[src/rtl/intack_pkg.sv]
// Shared types for the interrupt acknowledge controller.
// Assumes an 8-bit status word in which only the enable and level flags are owned here.
package intack_pkg;

    // What kind of routine a nesting record describes
    typedef enum logic [1:0] {
        K_MASK = 2'd0,
        K_SW   = 2'd1,
        K_NMI  = 2'd2,
        K_NONE = 2'd3
    } svc_kind_t;

    // Save / restore sequencer states
    typedef enum logic [2:0] {
        S_IDLE     = 3'd0,
        S_PUSH_PSW = 3'd1,
        S_PUSH_PC  = 3'd2,
        S_LOAD_VEC = 3'd3,
        S_POP_PC   = 3'd4,
        S_POP_PSW  = 3'd5
    } seq_state_t;

    localparam int PSW_W       = 8;
    localparam int PSW_IE_BIT  = 7;
    localparam int PSW_ISP_BIT = 3;

    // Build the status word image from the two owned flags
    function automatic logic [PSW_W-1:0] pack_psw(input logic ie, input logic isp);
        logic [PSW_W-1:0] w;
        w = '0;
        w[PSW_IE_BIT]  = ie;
        w[PSW_ISP_BIT] = isp;
        return w;
    endfunction

endpackage

[src/rtl/intack_reqflags.sv]
// Pending-request latches, one per source.
// A set pulse latches the flag; a clear removes it; a set in the same cycle wins.
module intack_reqflags #(
    parameter int N = 4
) (
    input  logic         clk,
    input  logic         rst_n,
    input  logic [N-1:0] set_i,
    input  logic [N-1:0] clr_i,
    output logic [N-1:0] flag_o
);

    for (genvar g = 0; g < N; g++) begin : g_flag
        // Hold one pending request
        always_ff @(posedge clk) begin
            if (!rst_n)        flag_o[g] <= 1'b0;
            else if (set_i[g]) flag_o[g] <= 1'b1;
            else if (clr_i[g]) flag_o[g] <= 1'b0;
        end


        flag_hold_chk: assert property (@(posedge clk) disable iff (!rst_n)
            (flag_o[g] && !clr_i[g]) |=> flag_o[g]);
    end

endmodule

[src/rtl/intack_arbiter.sv]
// Combinational choice of the request to acknowledge at the next boundary.
// Applies the enable, nesting-level and fixed-order rules; assumes top_kind
// describes the innermost routine in service (K_NONE when none).
module intack_arbiter
    import intack_pkg::*;
#(
    parameter int N    = 4,
    parameter int IDXW = (N > 1) ? $clog2(N) : 1
) (
    input  logic            clk,
    input  logic            rst_n,
    input  logic [N-1:0]    req_i,
    input  logic [N-1:0]    mask_i,
    input  logic [N-1:0]    prio_i,
    input  logic            nmi_pend_i,
    input  logic            ie_i,
    input  logic            isp_i,
    input  svc_kind_t       top_kind_i,
    input  logic            full_i,
    output logic            take_o,
    output logic            take_nmi_o,
    output logic [IDXW-1:0] take_idx_o,
    output logic            take_lvl_o,
    output logic [N-1:0]    take_onehot_o
);

    logic [N-1:0]    hi_vec, lo_vec;
    logic            hi_any, lo_any, allow_mask, allow_lo, mask_ok;
    logic [IDXW-1:0] hi_idx, lo_idx;

    assign hi_vec = req_i & ~mask_i & ~prio_i;
    assign lo_vec = req_i & ~mask_i &  prio_i;

    // Lowest set index within each level
    always_comb begin
        hi_any = 1'b0;
        lo_any = 1'b0;
        hi_idx = '0;
        lo_idx = '0;
        for (int i = N - 1; i >= 0; i--) begin
            if (hi_vec[i]) begin
                hi_any = 1'b1;
                hi_idx = IDXW'(i);
            end
            if (lo_vec[i]) begin
                lo_any = 1'b1;
                lo_idx = IDXW'(i);
            end
        end
    end

    // Nesting rules and final pick
    always_comb begin
        take_nmi_o = nmi_pend_i && (top_kind_i != K_NMI) && !full_i;
        allow_mask = ie_i && (top_kind_i != K_NMI) && !full_i;
        allow_lo   = !((top_kind_i == K_MASK) && !isp_i);
        mask_ok    = allow_mask && (hi_any || (allow_lo && lo_any));
        take_o     = take_nmi_o || mask_ok;
        take_idx_o = hi_any ? hi_idx : lo_idx;
        take_lvl_o = !hi_any;
        for (int i = 0; i < N; i++)
            take_onehot_o[i] = mask_ok && !take_nmi_o && (take_idx_o == IDXW'(i));
    end


    mask_needs_ie_chk: assert property (@(posedge clk) disable iff (!rst_n)
        (take_o && !take_nmi_o) |-> (ie_i && top_kind_i != K_NMI));


    level_block_chk: assert property (@(posedge clk) disable iff (!rst_n)
        (take_o && !take_nmi_o && top_kind_i == K_MASK && !isp_i) |-> !take_lvl_o);


    nmi_first_chk: assert property (@(posedge clk) disable iff (!rst_n)
        (nmi_pend_i && top_kind_i != K_NMI && !full_i) |-> (take_o && take_onehot_o == '0));

endmodule

[src/rtl/intack_kindstack.sv]
// Small record of which kind of routine each nesting level is serving.
// Assumes the caller never pushes when full nor pops when empty.
module intack_kindstack
    import intack_pkg::*;
#(
    parameter int DEPTH = 8,
    parameter int AW    = (DEPTH > 1) ? $clog2(DEPTH) : 1,
    parameter int CW    = $clog2(DEPTH + 1)
) (
    input  logic      clk,
    input  logic      rst_n,
    input  logic      push_i,
    input  svc_kind_t kind_i,
    input  logic      pop_i,
    output svc_kind_t top_o,
    output logic      full_o
);

    svc_kind_t       mem [DEPTH];
    logic [CW-1:0]   cnt;

    assign full_o = (cnt == CW'(DEPTH));
    assign top_o  = (cnt == '0) ? K_NONE : mem[cnt[AW-1:0] - AW'(1)];

    // Depth counter
    always_ff @(posedge clk) begin
        if (!rst_n)      cnt <= '0;
        else if (push_i) cnt <= cnt + CW'(1);
        else if (pop_i)  cnt <= cnt - CW'(1);
    end

    // Record storage, written on push only
    always_ff @(posedge clk) begin
        if (push_i) mem[cnt[AW-1:0]] <= kind_i;
    end


    no_push_full_chk: assert property (@(posedge clk) disable iff (!rst_n)
        push_i |-> !full_o);


    no_pop_empty_chk: assert property (@(posedge clk) disable iff (!rst_n)
        pop_i |-> (cnt != '0));

endmodule

[src/rtl/intack_ctrl.sv]
// Interrupt acknowledge controller: latches requests, decides at instruction
// boundaries, sequences the status-word and PC save, supplies the vector-table
// address, and restores both flags on return. Assumes the core raises at most
// one of insn_done / brk_exec / reti_exec / retb_exec per cycle and waits while busy.
module intack_ctrl
    import intack_pkg::*;
#(
    parameter int             NSRC     = 4,
    parameter int             PCW      = 16,
    parameter int             DEPTH    = 8,
    parameter logic [PCW-1:0] VEC_NMI  = 16'h0002,
    parameter logic [PCW-1:0] VEC_BRK  = 16'h003E,
    parameter logic [PCW-1:0] VEC_BASE = 16'h0004
) (
    input  logic            clk,
    input  logic            rst_n,
    input  logic            nmi_set,
    input  logic [NSRC-1:0] src_set,
    input  logic [NSRC-1:0] src_mask,
    input  logic [NSRC-1:0] src_prio,
    input  logic            insn_done,
    input  logic            brk_exec,
    input  logic            ei_exec,
    input  logic            di_exec,
    input  logic            reti_exec,
    input  logic            retb_exec,
    input  logic [PCW-1:0]  pc_cur,
    input  logic [PCW-1:0]  stk_rdata,
    output logic            stk_push,
    output logic            stk_pop,
    output logic [PCW-1:0]  stk_wdata,
    output logic            pc_load,
    output logic [PCW-1:0]  pc_next,
    output logic            psw_ie,
    output logic            psw_isp,
    output logic            busy
);

    localparam int IDXW = (NSRC > 1) ? $clog2(NSRC) : 1;

    seq_state_t       state;
    logic             ie_q, isp_q;
    logic [PSW_W-1:0] sav_psw;
    logic [PCW-1:0]   sav_pc, vec_q;

    logic [NSRC-1:0]  src_pend, src_clr, take_onehot;
    logic             nmi_pend, nmi_clr;
    logic             take, take_nmi, take_lvl, full;
    logic [IDXW-1:0]  take_idx;
    svc_kind_t        top_kind, push_kind;
    logic             idle, brk_go, grant, ack_go, ret_go;
    logic [PCW-1:0]   src_vec;

    assign idle   = (state == S_IDLE);
    assign brk_go = idle && brk_exec && !full;
    assign grant  = idle && insn_done && take && !brk_exec && !reti_exec && !retb_exec;
    assign ack_go = brk_go || grant;
    assign ret_go = idle && !brk_exec &&
                    ((reti_exec && (top_kind == K_MASK || top_kind == K_NMI)) ||
                     (retb_exec && top_kind == K_SW));

    assign src_clr   = grant ? take_onehot : '0;
    assign nmi_clr   = grant && take_nmi;
    assign push_kind = brk_go ? K_SW : (take_nmi ? K_NMI : K_MASK);
    assign src_vec   = VEC_BASE + {{(PCW-IDXW-1){1'b0}}, take_idx, 1'b0};

    intack_reqflags #(.N(NSRC)) u_src_flags (
        .clk(clk), .rst_n(rst_n), .set_i(src_set), .clr_i(src_clr), .flag_o(src_pend)
    );

    intack_reqflags #(.N(1)) u_nmi_flag (
        .clk(clk), .rst_n(rst_n), .set_i(nmi_set), .clr_i(nmi_clr), .flag_o(nmi_pend)
    );

    intack_arbiter #(.N(NSRC), .IDXW(IDXW)) u_arb (
        .clk(clk), .rst_n(rst_n),
        .req_i(src_pend), .mask_i(src_mask), .prio_i(src_prio),
        .nmi_pend_i(nmi_pend), .ie_i(ie_q), .isp_i(isp_q),
        .top_kind_i(top_kind), .full_i(full),
        .take_o(take), .take_nmi_o(take_nmi), .take_idx_o(take_idx),
        .take_lvl_o(take_lvl), .take_onehot_o(take_onehot)
    );

    intack_kindstack #(.DEPTH(DEPTH)) u_kinds (
        .clk(clk), .rst_n(rst_n),
        .push_i(ack_go), .kind_i(push_kind),
        .pop_i(state == S_POP_PSW),
        .top_o(top_kind), .full_o(full)
    );

    // Sequencer: idle -> save three steps, or idle -> restore two steps
    always_ff @(posedge clk) begin
        if (!rst_n) begin
            state <= S_IDLE;
        end else begin
            unique case (state)
                S_IDLE:     if (ack_go) state <= S_PUSH_PSW;
                            else if (ret_go) state <= S_POP_PC;
                S_PUSH_PSW: state <= S_PUSH_PC;
                S_PUSH_PC:  state <= S_LOAD_VEC;
                S_LOAD_VEC: state <= S_IDLE;
                S_POP_PC:   state <= S_POP_PSW;
                S_POP_PSW:  state <= S_IDLE;
                default:    state <= S_IDLE;
            endcase
        end
    end

    // Capture of the words to save and the vector at the decision edge
    always_ff @(posedge clk) begin
        if (!rst_n) begin
            sav_psw <= '0;
            sav_pc  <= '0;
            vec_q   <= '0;
        end else if (ack_go) begin
            sav_psw <= pack_psw(ie_q, isp_q);
            sav_pc  <= pc_cur;
            vec_q   <= brk_go ? VEC_BRK : (take_nmi ? VEC_NMI : src_vec);
        end
    end

    // Status-word flags: cleared on acknowledge, restored on return, EI/DI when idle
    always_ff @(posedge clk) begin
        if (!rst_n) begin
            ie_q  <= 1'b0;
            isp_q <= 1'b1;
        end else if (ack_go) begin
            ie_q <= 1'b0;
            if (grant && !take_nmi) isp_q <= take_lvl;
        end else if (state == S_POP_PSW) begin
            ie_q  <= stk_rdata[PSW_IE_BIT];
            isp_q <= stk_rdata[PSW_ISP_BIT];
        end else if (idle && !ret_go) begin
            if (ei_exec)      ie_q <= 1'b1;
            else if (di_exec) ie_q <= 1'b0;
        end
    end

    // Stack and program-counter drive per state
    always_comb begin
        stk_push  = (state == S_PUSH_PSW) || (state == S_PUSH_PC);
        stk_pop   = (state == S_POP_PC) || (state == S_POP_PSW);
        stk_wdata = (state == S_PUSH_PSW) ? {{(PCW-PSW_W){1'b0}}, sav_psw} :
                    (state == S_PUSH_PC)  ? sav_pc : '0;
        pc_load   = (state == S_LOAD_VEC) || (state == S_POP_PC);
        pc_next   = (state == S_LOAD_VEC) ? vec_q :
                    (state == S_POP_PC)   ? stk_rdata : '0;
    end

    assign psw_ie  = ie_q;
    assign psw_isp = isp_q;
    assign busy    = !idle;


    ie_off_at_push_chk: assert property (@(posedge clk) disable iff (!rst_n)
        $rose(stk_push) |-> !psw_ie);


    push_then_load_chk: assert property (@(posedge clk) disable iff (!rst_n)
        (stk_push && $past(stk_push)) |=> (pc_load && !stk_push));


    no_ack_on_return_chk: assert property (@(posedge clk) disable iff (!rst_n)
        $fell(stk_pop) |-> !stk_push);

endmodule

[config.mk]
export PLATFORM = sky130hd
export DESIGN_NAME = intack_ctrl
export DESIGN_NICKNAME = d
export VERILOG_FILES = /design/src/rtl/intack_pkg.sv /design/src/rtl/intack_reqflags.sv /design/src/rtl/intack_arbiter.sv /design/src/rtl/intack_kindstack.sv /design/src/rtl/intack_ctrl.sv
export SDC_FILE = /design/constraint.sdc
export NUM_CORES = 1
export LEC_CHECK = 0
export ABC_AREA = 1
export BUFFER_PORTS_ARGS = -buffer_cell sky130_fd_sc_hd__buf_4
export CAP_MARGIN = 20
export CORE_MARGIN = 8
export CORE_UTILIZATION = 52
export DETAILED_ROUTE_END_ITERATION = 8
export PLACE_DENSITY_LB_ADDON = 0.25
export SYNTH_ARGS = -nofsm -noshare
export SYNTH_HDL_FRONTEND = slang
export SYNTH_HIERARCHICAL = 1
export SYNTH_SLANG_ARGS = --single-unit
[constraint.sdc]
create_clock -name clk -period 3.75 [get_ports clk]
set_clock_uncertainty 0.2 [all_clocks]
set_input_delay 0 -clock clk [delete_from_list [all_inputs] [get_ports clk]]
set_output_delay 0 -clock clk [all_outputs]
set_load 0.005 [all_outputs]
[After elaboration in Yosys (flattened, before gate mapping)]
Memories as Yosys holds them, arrays and structs flattened.
Index checks and enable logic that the tools add are counted.
Cells by class
  add/sub/neg operators: 4
  $mul: 0
  divide/modulo/power cells: 0
  magnitude comparators: 0
  equal/unequal tests: 14
  shift operators: 0
  multiplexer cells: 51
  bitwise gates (word level): 6
  reductions and logical operators: 59
Operators by type and width (number)
  $mux 16: 4
  $mux 1: 27
  $logic_and 1x1->1: 26
  $mux 2: 12
  $mux 4: 4
  $reduce_bool 2->1: 7
  $and 4x4->4: 3
  $pmux 3 s4: 1
  $logic_not 1->1: 10
  $logic_or 1x1->1: 8
  $not 4->4: 2
  $eq 2x2->1 const B: 3
  $eq 3x2->1 const B: 2
  $eq 3x3->1 const B: 2
  $mux 3: 2
  $mux 6: 1
  $add 3x3->4 const A: 1
  $add 4x1->4 const B: 1
  $eq 2x1->1 const B: 2
  $eq 4x4->1 const B: 1
  $logic_not 2->1: 2
  $logic_not 4->1: 1
  $reduce_and 2->1: 2
  $sub 4x1->4 const B: 1
  9 further kinds: 9
Storage, ports and cells
  register bits after elaboration: 48
  bits in latches: 0
  bits in writable memories: 16
  ROM bits: 0
  bits of input ports: 53
  output and inout port bits: 38
  word-level logic and storage cells: 147
  memories: 1
Memories
  u_kinds.mem: words 8, bits a word 2, read ports 1, clocked after Yosys merged registers in 0, write ports 1, RTL line intack_kindstack.sv:19  | svc_kind_t mem [DEPTH];

[Logic depth before layout (Yosys ltp)]
Gate-level depths: netlist of run 1.
  depth after elaboration: 18
  depth in mapped cells: 25
  gate-level depth less buffers: 24

[Modules after synthesis]
The synthesis of run 1 kept the hierarchy.
By module, submodules not included
  intack_ctrl: times used 1, cells each 248, area each 1547.7 µm², sequential area each 540.5 µm²
  intack_kindstack: times used 1, cells each 106, area each 1006.0 µm², sequential area each 560.5 µm²
  intack_arbiter: times used 1, cells each 58, area each 336.6 µm², sequential area each 0.0 µm²
  intack_reqflags (u_src_flags): times used 1, cells each 21, area each 148.9 µm², sequential area each 80.1 µm²
  intack_reqflags (u_nmi_flag): times used 1, cells each 6, area each 43.8 µm², sequential area each 20.0 µm²

[Least setup slack after synthesis of run 1]
Ideal clock, no wire load.
  kind: reg2reg
  start point: register u_kinds.cnt[0]
  end point: register u_kinds.cnt[3]
  library setup time: 0.115 ns
  data arrival time: 3.132 ns
  data required time: 3.435 ns
  path slack: 0.303 ns
  cell stages (with the launch flop): 23
  path buffers: 1
  period minus slack after synthesis: 3.447 ns
  cell sequence: dfxtp_1 > inv_2 > ha_1 > inv_1 > nand3_1 > nand3_1 > nand3_1 > inv_1 > o21ai_0 > nor2_1 > nand2_1 > o21ai_0 > nand2_1 > inv_1 > nand2_1 > o21ai_4 > buf_6 > inv_1 > ha_1 > a21oi_1 > nand3_1 > a21oi_1 > nor2_1
Between the ends
  word-level cells in the longest chain between the ends: 16
  elaborated cells between the ends (all ways): 29
  classes of those cells: add/sub (3); eq/ne (2); mux (3); reduce/logical (20); memory (1)
RTL lines
  start: declaration: RTL line intack_kindstack.sv:20  | logic [CW-1:0] cnt;
  start signal: assignment: RTL line intack_kindstack.sv:28  | else if (push_i) cnt <= cnt + CW'(1);
  start signal: assignment: RTL line intack_kindstack.sv:29  | else if (pop_i) cnt <= cnt - CW'(1);
  $sub 3x1->3: RTL line intack_kindstack.sv:23  | assign top_o = (cnt == '0) ? K_NONE : mem[cnt[AW-1:0] - AW'(1)];
  $mem_v2 8x2
  $mux 2 (*): RTL line intack_kindstack.sv:23
  via top_kind[1]: RTL line intack_ctrl.sv:50  | svc_kind_t top_kind, push_kind;
  $logic_not 2->1: RTL line intack_arbiter.sv:56  | allow_lo = !((top_kind_i == K_MASK) && !isp_i);
  $logic_and 1x1->1: RTL line intack_arbiter.sv:56
  $logic_not 1->1: RTL line intack_arbiter.sv:56
  $logic_and 1x1->1: RTL line intack_arbiter.sv:57  | mask_ok = allow_mask && (hi_any || (allow_lo && lo_any));
  $logic_or 1x1->1: RTL line intack_arbiter.sv:57
  $logic_and 1x1->1: RTL line intack_arbiter.sv:57
  $logic_or 1x1->1 (*): RTL line intack_arbiter.sv:58  | take_o = take_nmi_o || mask_ok;
  via take: RTL line intack_ctrl.sv:48  | logic take, take_nmi, take_lvl, full;
  $logic_and 1x1->1 (*) (4 in a row): RTL line intack_ctrl.sv:56  | assign grant = idle && insn_done && take && !brk_exec && !reti_exec && !retb_exec;
  $logic_or 1x1->1 (*): RTL line intack_ctrl.sv:57  | assign ack_go = brk_go || grant;
  via ack_go: RTL line intack_ctrl.sv:51  | logic idle, brk_go, grant, ack_go, ret_go;
  $mux 4 / $reduce_bool 2->1 (equally long branches)
The timed path passes the listed nets; every way through them passes the cells marked *. The select of a mux whose other input is x is not followed.
A chain may end at the register's enable or synchronous reset.

[Final worst setup path of run 1]
  start point: register u_kinds.cnt[1]
  end point: register sav_pc[3]
Between the ends
  word-level cells in the longest chain between the ends: 15
  elaborated cells between the ends (all ways): 24
  classes of those cells: add/sub (1); eq/ne (2); mux (1); reduce/logical (19); memory (1)
RTL lines
  $sub 3x1->3: RTL line intack_kindstack.sv:23
  $mem_v2 8x2
  $mux 2 (*): RTL line intack_kindstack.sv:23
  via top_kind[0]: RTL line intack_ctrl.sv:50
  $logic_not 2->1: RTL line intack_arbiter.sv:56
  $logic_and 1x1->1: RTL line intack_arbiter.sv:56
  $logic_not 1->1: RTL line intack_arbiter.sv:56
  $logic_and 1x1->1: RTL line intack_arbiter.sv:57
  $logic_or 1x1->1: RTL line intack_arbiter.sv:57
  $logic_and 1x1->1: RTL line intack_arbiter.sv:57
  $logic_or 1x1->1 (*): RTL line intack_arbiter.sv:58
  via take: RTL line intack_ctrl.sv:48
  $logic_and 1x1->1 (*) (4 in a row): RTL line intack_ctrl.sv:56
  $logic_or 1x1->1 (*): RTL line intack_ctrl.sv:57
  end signal: assignment: RTL line intack_ctrl.sv:117  | sav_pc <= pc_cur;
  end: declaration: RTL line intack_ctrl.sv:44  | logic [PCW-1:0] sav_pc, vec_q;
The timed path passes the listed nets; every way through them passes the cells marked *.

==> reports/qor.yml, run 1 <==
p_int_uw: 1530
h-tree-depth: 2
final_cell_mix: "nor2_1, buf_4, inv_1"
p_sw_uw: 1210
syn_inst: 439
fp-row-count: 28
max_freq_mhz: 284
stdcell_count: 654
path_delay_family: "simple AND/OR/NAND/NOR gates"
ys_ff_latch: 52
dpl.cell_count: 596
drtIter0Drc: 349
clock_sinks: 52
synth_xor_area_share_pct: 0.812
antenna_found_initial: 0
timing.rr.end: "sav_pc[3]"
grt_pass1_wl_um: 15300
cp_cell_sequence: "inv_1 > ha_1 > inv_1 > nand3_1 > nand3_1 > nand3_1 > nor2_1 > nand2_1 > o21ai_1 > nand2_2 > nand2_1 > o21ai_0 > nand2_1 > inv_1 > nand2_1 > nor2_4 > nor2_4 > buf_12 > nor2_1 > nor2_1 > dlygate4sd3_1"
grt_pass1_vias: 3407
r2r-start: "u_kinds/cnt[1]"
cts_buffer_depth: 2
seq_area_frac_synth_pct: 39.0
place_area_um2: 3790
cap_violations: 0
cp.required_ns: 3.73
cp_max_fo: 11
avgSynthCellArea_um2: 7.02
slew_violations: 0
design.core.area_um2: 5820
clkTransAtPathRegs_ns: 0.10
synth-compound-area-share_pct: 9.66
netlist_area_um2: 3080
cts_made_buffers: 5
register_area_um2: 1200
synth_top_family_by_area: "simple AND/OR/NAND/NOR gates"
syn_nets: 497
endpoint_kind: "flop"
finalHoldViolations: 0
pwr-share-seq_pct: 32.4
r2r_cells: 21
hpwl_um: 6260
layout_commonest_cell: "nor2_1"
critPathKind: "flop to flop"
first_pass_iters: 5
syn2layout_area_growth_pct: 43.5
switching_share_pct: 44.3
critPathArrivalTime_ns: 3.51
cpPeakStageDelay_ns: 0.57
grt-ovfl-total: 0
synth_top_cell_area_share_pct: 23.4
cts_tree: "yes"
track_usage_pct: 21.6
synth-simple-area-share_pct: 35.5
drt_wl_total_um: 9630
via_count: 3331
die-height_um: 93
min_period_ns: 3.52
r2r_slack_ns: 0.23
place.gp.congestion: 0.908
p_leak_uw: 0.00219
io_pins: 91
cts_root_buf: "clkbuf_8"
cp_num_buf_inv: 5
drc: 0
crit_slowest_cell: "dlygate4sd3_1"
p_clk_share_pct: 11.7
setup_viol_count_final: 0
power_frac_comb_pct: 55.9
crit_cells: 21
fillCellCount: 443
synthAdderAreaFrac_pct: 2.27
grt_max_degree: 29
relSlewSlack_pct: 49.4
period_share_pct: 93.9
synth_cell_types: 31
die_x_um: 93
ys_warn_count: 6
antenna_left: 0
ir_drop_v: 0.000368
multi_input_area_um2: 1520
ys_top_cells_by_area: "dfxtp_1, edfxtp_1, nor2_1, inv_1, nand2_1"
crit_start: "u_kinds/cnt[1]"
worstHoldPathType: "primary input to flop"
viasPerCell: 5.09
start_kind: "flop"
setup.worst_path.end: "sav_pc[3]"
powerDensity_nw_per_um2: 620
postLayoutCellArea_um2: 4420
crit_top_cell: "nand2_1"
worst_pin_slew_ns: 0.758
layout-drive-gt1-share_pct: 24.0
start_util_pct: 53.0
die-area_um2: 8650
port-buffer-count: 90
outcome: "complete, no violations"
antenna_cells: 0
clk_latency_ns: 0.30
synth.area.mux_share_pct: 0
fin_nets: 636
wire_per_inst_um: 14.7
yosys.area.top_type: "dfxtp_1"
per-layer routing:
metal / global-route usage (%) / part of all wire, %
met4: 7.11 / 2.2
met2: 40.5 / 54
met1: 23.7 / 38
met3: 4.33 / 6.0
met5: 0 / 0
worst min-delay path by stage:
| stage | from | end | slack (ns) | cells past startpoint |
|---|---|---|---|---|
| finish | retb_exec | vec_q[3] | 0.06 | 6 |
| floorplan | stk_rdata[0] | pc_next[0] | -0.13 | 2 |
| global route | stk_rdata[11] | pc_next[11] | 0.11 | 4 |
| CTS | retb_exec | vec_q[3] | 0.02 | 6 |
| global placement | pc_cur[6] | sav_pc[6] | 0.02 | 3 |
| detailed placement | pc_cur[1] | sav_pc[1] | 0.03 | 3 |
power by group through the flow:
stage                     clock, µW  sequential (µW)  combinational [µW]
final                           320              888                1530
after global routing            342              900                1710
after CTS                       325              872                1410
after detailed placement          0              884                1290
after global placement            0              874                1240
after floorplan                   0              850                 967
final cells by class:
type                            instances  area share [%]
Clock buffer                            6            1.64
Clock inverter                          2           0.368
Multi-Input combinational cell        292            34.4
Sequential cell                        52            27.2
Inverter                               86            7.30
Timing Repair Buffer                  141            27.0
Tap cell                               75            2.12
flip-flops by register name, indices dropped and copies added (netlist names):
name                flops
u_kinds/mem            16
sav_psw                 2
u_src_flags/flag_o      4
vec_q                   4
u_kinds/cnt             4
state                   3
u_nmi_flag/flag_o       1
psw_ie                  1
psw_isp                 1
sav_pc                 16
logic make-up (layout without fill, tap and decap cells):
| kind of cell | Yosys count | in the layout |
|---|---|---|
| and+or+nand+nor | 229 | 230 |
| buffers and inverters | 96 | 235 |
| DFF | 52 | 52 |
| AOI/OAI and AO/OA | 55 | 55 |
| adders and majority gates | 5 | 5 |
| xor gates and xnor gates | 2 | 2 |
synth_stat cells:
cell type	number
nand3_4	2
inv_2	3
nand3b_2	2
nand3_2	5
a21oi_1	15
xnor2_1	1
nor3_1	1
o21ai_4	1
ha_1	4
buf_4	3
nand4_2	1
a21oi_2	3
o21ai_1	20
nor2_8	2
edfxtp_1	16
nand2_4	3
nor2_4	2
clkbuf_1	3
nor2_1	95
buf_6	3
fa_1	1
nor2_2	1
nand3_1	37
inv_1	83
xnor2_2	1
nand3b_4	1
nand2_2	6
nand2_1	71
o21ai_0	16
dfxtp_1	36
buf_2	1
worst register-to-register path: cells and delay by family (launching register included):
| kind | cells | cell delay, ns |
|---|---|---|
| DFF | 1 | 0.38 |
| and+or+nand+nor | 13 | 1.34 |
| adders and majority gates | 1 | 0.36 |
| buffers and inverters | 5 | 0.99 |
| AOI/OAI and AO/OA | 2 | 0.13 |
metrics by stage:
stage	util, %	setup WS, ns	TNS (ns)	power (µW)	hold slack [ns]
6_report	76.1	0.228	0	2740	0.0645
5_1_grt	76.1	-0.00781	-0.00781	2950	0.111
4_1_cts	75.0	0.0257	0	2610	0.0189
3_5_place_dp	65.3	0.226	0	2170	0.0277
3_3_place_gp	65.3	0.454	0	2110	0.0222
2_1_floorplan	-	0.303	0	1820	-0.129
what timing repair did:
action | 4_1_cts | 5_1_grt
setup endpoints to repair | 0 | 40
endpoints found under the hold margin | 33 | 0
hold buffers | 48 | 0
gates resized for setup | 0 | 9
buffers inserted | 0 | 1
(Power assumes the default switching activity.)
==> run 2, diff against run 1 <==
--- a/config.mk
+++ b/config.mk
@@ -12,6 +12,7 @@
 export CORE_UTILIZATION = 52
 export DETAILED_ROUTE_END_ITERATION = 8
 export PLACE_DENSITY_LB_ADDON = 0.25
+export RECOVER_POWER = 100
 export SYNTH_ARGS = -nofsm -noshare
 export SYNTH_HDL_FRONTEND = slang
 export SYNTH_HIERARCHICAL = 1
==> reports/qor.yml, run 2 (synthesis gave the netlist of run 1 again) <==
outcome: "complete, no violations"
hpwl_um: 6260  # unchanged
clk_latency_ns: 0.30  # about the same
layout_commonest_cell: "nor2_1"
cp.required_ns: 3.73  # about the same
p_clk_share_pct: 11.7  # about the same
fillCellCount: 465  # +5.0%
grt_pass1_wl_um: 15300  # unchanged
fin_nets: 636  # unchanged
critPathArrivalTime_ns: 3.52  # about the same
layout-drive-gt1-share_pct: 21.8  # -2.2 points
hold-path-cell-count: 6  # unchanged
design.core.area_um2: 5820  # unchanged
port-buffer-count: 90  # unchanged
cts_buffer_depth: 2  # unchanged
track_usage_pct: 21.6  # unchanged
pwr-share-seq_pct: 32.5  # about the same
cts_tree: "yes"
grt_pass1_vias: 3407  # unchanged
period_share_pct: 94.3  # +0.36 points
min_period_ns: 3.54  # +0.0137 ns
worst_pin_slew_ns: 0.799  # +0.0409 ns
cap_violations: 0  # unchanged
endpoint_kind: "flop"
drtIter0Drc: 347  # -0.57%
switching_share_pct: 44.3  # +0.053 points
start_kind: "flop"
hold_slack_ns: 0.0698  # +0.00539 ns
r2r_cells: 21  # unchanged
antenna_left: 0  # unchanged
critPathKind: "flop to flop"
antenna_cells: 0  # unchanged
p_total_uw: 2700  # -1.7%
power_frac_comb_pct: 55.7  # -0.2 points
slew_violations: 0  # unchanged
clock_sinks: 52  # unchanged
fp-row-count: 28  # unchanged
dpl.cell_count: 596  # unchanged
drt_wl_total_um: 9600  # -0.26%
antenna_found_initial: 0  # unchanged
h-tree-depth: 2  # unchanged
place.gp.congestion: 0.908  # unchanged
ir_drop_v: 0.000359  # -2.4%
grt_max_degree: 29  # unchanged
worstHoldPathType: "primary input to flop"
cp_max_fo: 11  # unchanged
wire_per_inst_um: 14.7  # -0.26%
final_cell_mix: "nor2_1, inv_1, nand2_1"
syn2layout_area_growth_pct: 41.5
viasPerCell: 5.09  # about the same
multi_input_area_um2: 1490  # -2.1%
cts_root_buf: "clkbuf_8"
die-height_um: 93  # unchanged
max_freq_mhz: 283  # -0.39%
die_x_um: 93  # unchanged
powerDensity_nw_per_um2: 618  # -0.29%
p_leak_uw: 0.00214  # -2.5%
drc: 0  # unchanged
setup_viol_count_final: 0  # unchanged
io_pins: 91  # unchanged
finalHoldViolations: 0  # unchanged
first_pass_iters: 5  # unchanged
clkTransAtPathRegs_ns: 0.10  # about the same
stdcell_count: 654  # unchanged
cts_made_buffers: 5  # unchanged
register_area_um2: 1200  # unchanged
die-area_um2: 8650  # unchanged
relSlewSlack_pct: 46.6  # -2.8 points
via_count: 3332  # +0.030%
p_int_uw: 1500  # -1.8%
start_util_pct: 53.0  # unchanged
grt-ovfl-total: 0  # unchanged
p_sw_uw: 1190  # -1.6%
run 2: changes by cell type in the layout (fill, tap and decap cells not counted), sizes merged:
cell    previous run  this run
buf               93        62
clkbuf             6        37
run 2: power by group through the flow:
stage | Sequential (µW) | Combinational [µW] | Clock [µW]
2_1_floorplan | 850 | 967 | 0
3_3_place_gp | 874 | 1240 | 0
3_5_place_dp | 884 | 1290 | 0
4_1_cts | 872 | 1410 | 325
5_1_grt | 889 | 1670 | 342
6_report | 877 | 1500 | 317
run 2: through the flow:
stage,cell area [µm²],utilization [%],TNS [ns],worst slack [ns]
after detailed placement,3790,65.3,0,0.226
after global placement,3790,65.3,0,0.454
after global routing,4360,75.0,-0.00720,-0.00720
final,4360,75.0,0,0.215
after CTS,4360,75.0,0,0.0257
after floorplan,3080,-,0,0.303
run 2: worst max-delay path, stage by stage, from the launching register on:
cell	delay [ns]
dfxtp_2	0.38
inv_1	0.10
ha_1	0.36
inv_1	0.11
nand3_1	0.09
nand3_1	0.08
nand3_1	0.18
nor2_1	0.07
nand2_1	0.06
o21ai_1	0.07
nand2_2	0.08
nand2_1	0.05
o21ai_0	0.06
nand2_1	0.07
inv_1	0.05
nand2_1	0.14
nor2_4	0.25
nor2_4	0.07
buf_12	0.16
nor2_1	0.15
nor2_1	0.08
dlygate4sd3_1	0.57
run 2: worst paths after layout:
path,startpoint,to,slack [ns]
max reg2reg,u_kinds/cnt[1],sav_pc[3],0.21
min reg2reg,vec_q[2],vec_q[2],0.31
max,u_kinds/cnt[1],sav_pc[3],0.21
min,retb_exec,vec_q[3],0.07
run 2: cell type report:
| class | instances | area share (%) |
|---|---|---|
| inverters | 86 | 7.40 |
| multi-input cells | 292 | 34.2 |
| clock inverters | 2 | 0.373 |
| clock buffers | 6 | 1.66 |
| well taps | 75 | 2.15 |
| repair buffers | 141 | 26.7 |
| flip-flops and latches | 52 | 27.6 |
run 2: per-layer routing:
| layer | track usage (%) | part of all wire, % | vias to the layer above | wire, µm |
|---|---|---|---|---|
| li1 | - | - | 1635 | - |
| met1 | 23.7 | 37 | 1521 | 3520 |
| met2 | 40.5 | 54 | 150 | 5170 |
| met3 | 4.33 | 6.9 | 26 | 662 |
| met4 | 7.11 | 2.7 | 0 | 255 |
| met5 | 0 | 0 | - | 0 |
run 2: what timing repair did:
action	4_1_cts	5_1_grt
setup endpoints to repair	0	40
endpoints found under the hold margin	33	0
setup buffers	0	1
gates resized for setup	0	9
hold buffers	48	0
==> run 3, diff against run 2 <==
--- a/config.mk
+++ b/config.mk
@@ -8,8 +8,10 @@
 export ABC_AREA = 1
 export BUFFER_PORTS_ARGS = -buffer_cell sky130_fd_sc_hd__buf_4
 export CAP_MARGIN = 20
+export CELL_PAD_IN_SITES_DETAIL_PLACEMENT = 1
+export CELL_PAD_IN_SITES_GLOBAL_PLACEMENT = 1
 export CORE_MARGIN = 8
-export CORE_UTILIZATION = 52
+export CORE_UTILIZATION = 36
 export DETAILED_ROUTE_END_ITERATION = 8
 export PLACE_DENSITY_LB_ADDON = 0.25
 export RECOVER_POWER = 100
==> reports/qor.yml, run 3 (synthesis gave the netlist of run 1 again) <==
antenna_found_initial: 0  # unchanged
layout_commonest_cell: "nor2_1"
slew_violations: 0  # unchanged
drt_wl_total_um: 10200  # +6.1%
p_int_uw: 1400  # -6.5%
clkTransAtPathRegs_ns: 0.11  # about the same
grt_max_degree: 29  # unchanged
ir_drop_v: 0.000216  # -40%
pwr-share-seq_pct: 33.5  # +1.0 points
hold_end: "vec_q[3]"
fillCellCount: 1077  # +130%
fin_nets: 619  # -2.7%
critPathArrivalTime_ns: 3.53  # about the same
endpoint_kind: "flop"
path_delay_family: "simple AND/OR/NAND/NOR gates"
r2r_slack_ns: 0.23  # +0.02 ns
wire_per_inst_um: 15.3  # +4.0%
critPathKind: "flop to flop"
antenna_left: 0  # unchanged
die-area_um2: 11800  # +36%
cap_violations: 0  # unchanged
switching_share_pct: 46.6  # +2.2 points
pre_cts_slack_ns: 0.0777  # -0.149 ns
place.gp.congestion: 0.847  # -6.7%
clk_latency_ns: 0.32  # +0.02 ns
track_usage_pct: 16.8  # -4.8 points
p_sw_uw: 1220  # +2.3%
relSlewSlack_pct: 34.0  # -13 points
port-buffer-count: 90  # unchanged
hpwl_um: 7320  # +17%
start_kind: "flop"
cp.required_ns: 3.76  # +0.03 ns
worst_pin_slew_ns: 0.986  # +0.187 ns
r2r_cells: 20  # -4.8%
grt_pass1_wl_um: 16000  # +4.6%
design.core.area_um2: 8260  # +42%
cp_num_buf_inv: 4  # -1
crit_slowest_cell: "ha_1"
clock_sinks: 52  # unchanged
cp_max_fo: 5  # -6
grt_pass1_vias: 3417  # +0.29%
p_clk_share_pct: 13.0  # +1.3 points
layout-drive-gt1-share_pct: 21.7  # -0.053 points
postCtsSetupBuffers: 0  # unchanged
r2r-start: "u_kinds/cnt[1]"
outcome: "complete, no violations"
cpPeakStageDelay_ns: 0.39  # -0.18 ns
period_share_pct: 93.8  # -0.44 points
die-height_um: 109  # +17%
syn2layout_area_growth_pct: 37.0
drtIter0Drc: 110  # -68%
rsz0062_at_grt: "false"
cp_cell_sequence: "inv_1 > ha_4 > inv_1 > nand3_1 > nand3_1 > nand3_1 > o21ai_1 > nor2_2 > nand2_1 > o21ai_0 > nand2_1 > inv_1 > nand2_1 > o21ai_4 > inv_1 > ha_1 > a21oi_1 > nand3_1 > a21oi_1 > nor2_1"
first_pass_iters: 4  # -1
cts_root_buf: "clkbuf_8"
antenna_cells: 0  # unchanged
hold-path-cell-count: 6  # unchanged
fin_setup_tns_ns: 0  # unchanged
cts_made_buffers: 5  # unchanged
start_util_pct: 37.3  # -16 points
hp-start: "retb_exec"
io_pins: 91  # unchanged
die_x_um: 109  # +17%
min_period_ns: 3.52  # -0.0167 ns
place_area_um2: 3830  # +0.99%
grt-ovfl-total: 0  # unchanged
final_cell_mix: "nor2_1, inv_1, nand2_1"
via_count: 3183  # -4.5%
viasPerCell: 4.77  # -6.3%
finalHoldViolations: 0  # unchanged
h-tree-depth: 2  # unchanged
powerDensity_nw_per_um2: 622  # +0.61%
cts_tree: "yes"
setup_viol_count_final: 0  # unchanged
fp-row-count: 33  # +18%
fin_ws_ns: 0.231  # +0.0167 ns
cts_buffer_depth: 2  # unchanged
timing.rr.end: "u_kinds/cnt[3]"
max_freq_mhz: 284  # +0.47%
postLayoutCellArea_um2: 4220  # -3.2%
drc: 0  # unchanged
p_total_uw: 2630  # -2.6%
power_frac_comb_pct: 53.5  # -2.2 points
worstHoldPathType: "primary input to flop"
p_leak_uw: 0.00203  # -4.9%
-- run 3: power by group through the flow --
stage          Combinational [µW]  Clock, µW  Sequential (µW)
4_1_cts                      1400        349              875
3_5_place_dp                 1350          0              886
3_3_place_gp                 1290          0              876
6_report                     1400        342              879
5_1_grt                      1550        367              897
2_1_floorplan                 967          0              850
-- run 3: worst register-to-register path, stage by stage (launching register included) --
cell	delay [ns]
dfxtp_2	0.38
inv_1	0.13
ha_4	0.32
inv_1	0.08
nand3_1	0.11
nand3_1	0.09
nand3_1	0.17
o21ai_1	0.15
nor2_2	0.18
nand2_1	0.07
o21ai_0	0.07
nand2_1	0.07
inv_1	0.05
nand2_1	0.11
o21ai_4	0.18
inv_1	0.14
ha_1	0.39
a21oi_1	0.16
nand3_1	0.13
a21oi_1	0.17
nor2_1	0.07
-- run 3: worst max-delay path by stage --
stage,slack [ns],end,depth (start not counted),from
finish,0.23,u_kinds/cnt[3],20,u_kinds/cnt[1]
CTS,0.03,psw_isp,20,u_kinds/cnt[1]
global placement,0.40,u_kinds/cnt[3],20,u_kinds/cnt[1]
detailed placement,0.08,u_kinds/cnt[3],20,u_kinds/cnt[1]
floorplan,0.30,u_kinds/cnt[3],22,u_kinds/cnt[0]
global route,0.007,u_kinds/cnt[3],20,u_kinds/cnt[1]
-- run 3: repair_timing --
| item | in CTS | in global routing |
|---|---|---|
| endpoints found under the setup margin | 0 | 28 |
| hold buffers | 33 | 0 |
| endpoints found under the hold margin | 34 | 0 |
| gates resized for setup | 0 | 5 |
-- run 3: per-layer routing --
metal  global-route usage [%]  up-vias  share of wire, %
met3                     3.87       10               3.8
met1                     18.5     1527                41
met5                        0        -                 0
li1                         -     1597                 -
met4                     4.59        0               1.3
met2                     31.3       49                53
-- run 3: final cells by class --
cell class / count / area, µm² / area share, %
clock inverters: 2 / 16.3 / 0.385
well taps: 105 / 131 / 3.11
inverters: 86 / 323 / 7.64
flip-flops and latches: 52 / 1200 / 28.5
repair buffers: 125 / 991 / 23.5
multi-input cells: 291 / 1490 / 35.2
clock buffers: 6 / 72.6 / 1.72
-- run 3: metrics by stage --
step                std cells  hold slack, ns  util [%]
floorplan                 439          -0.129         -
global placement          626          0.0222      46.4
detailed placement        626          0.0288      46.4
CTS                       667          0.0272      51.5
global route              667          0.0816      51.1
finish                    667          0.0304      51.1
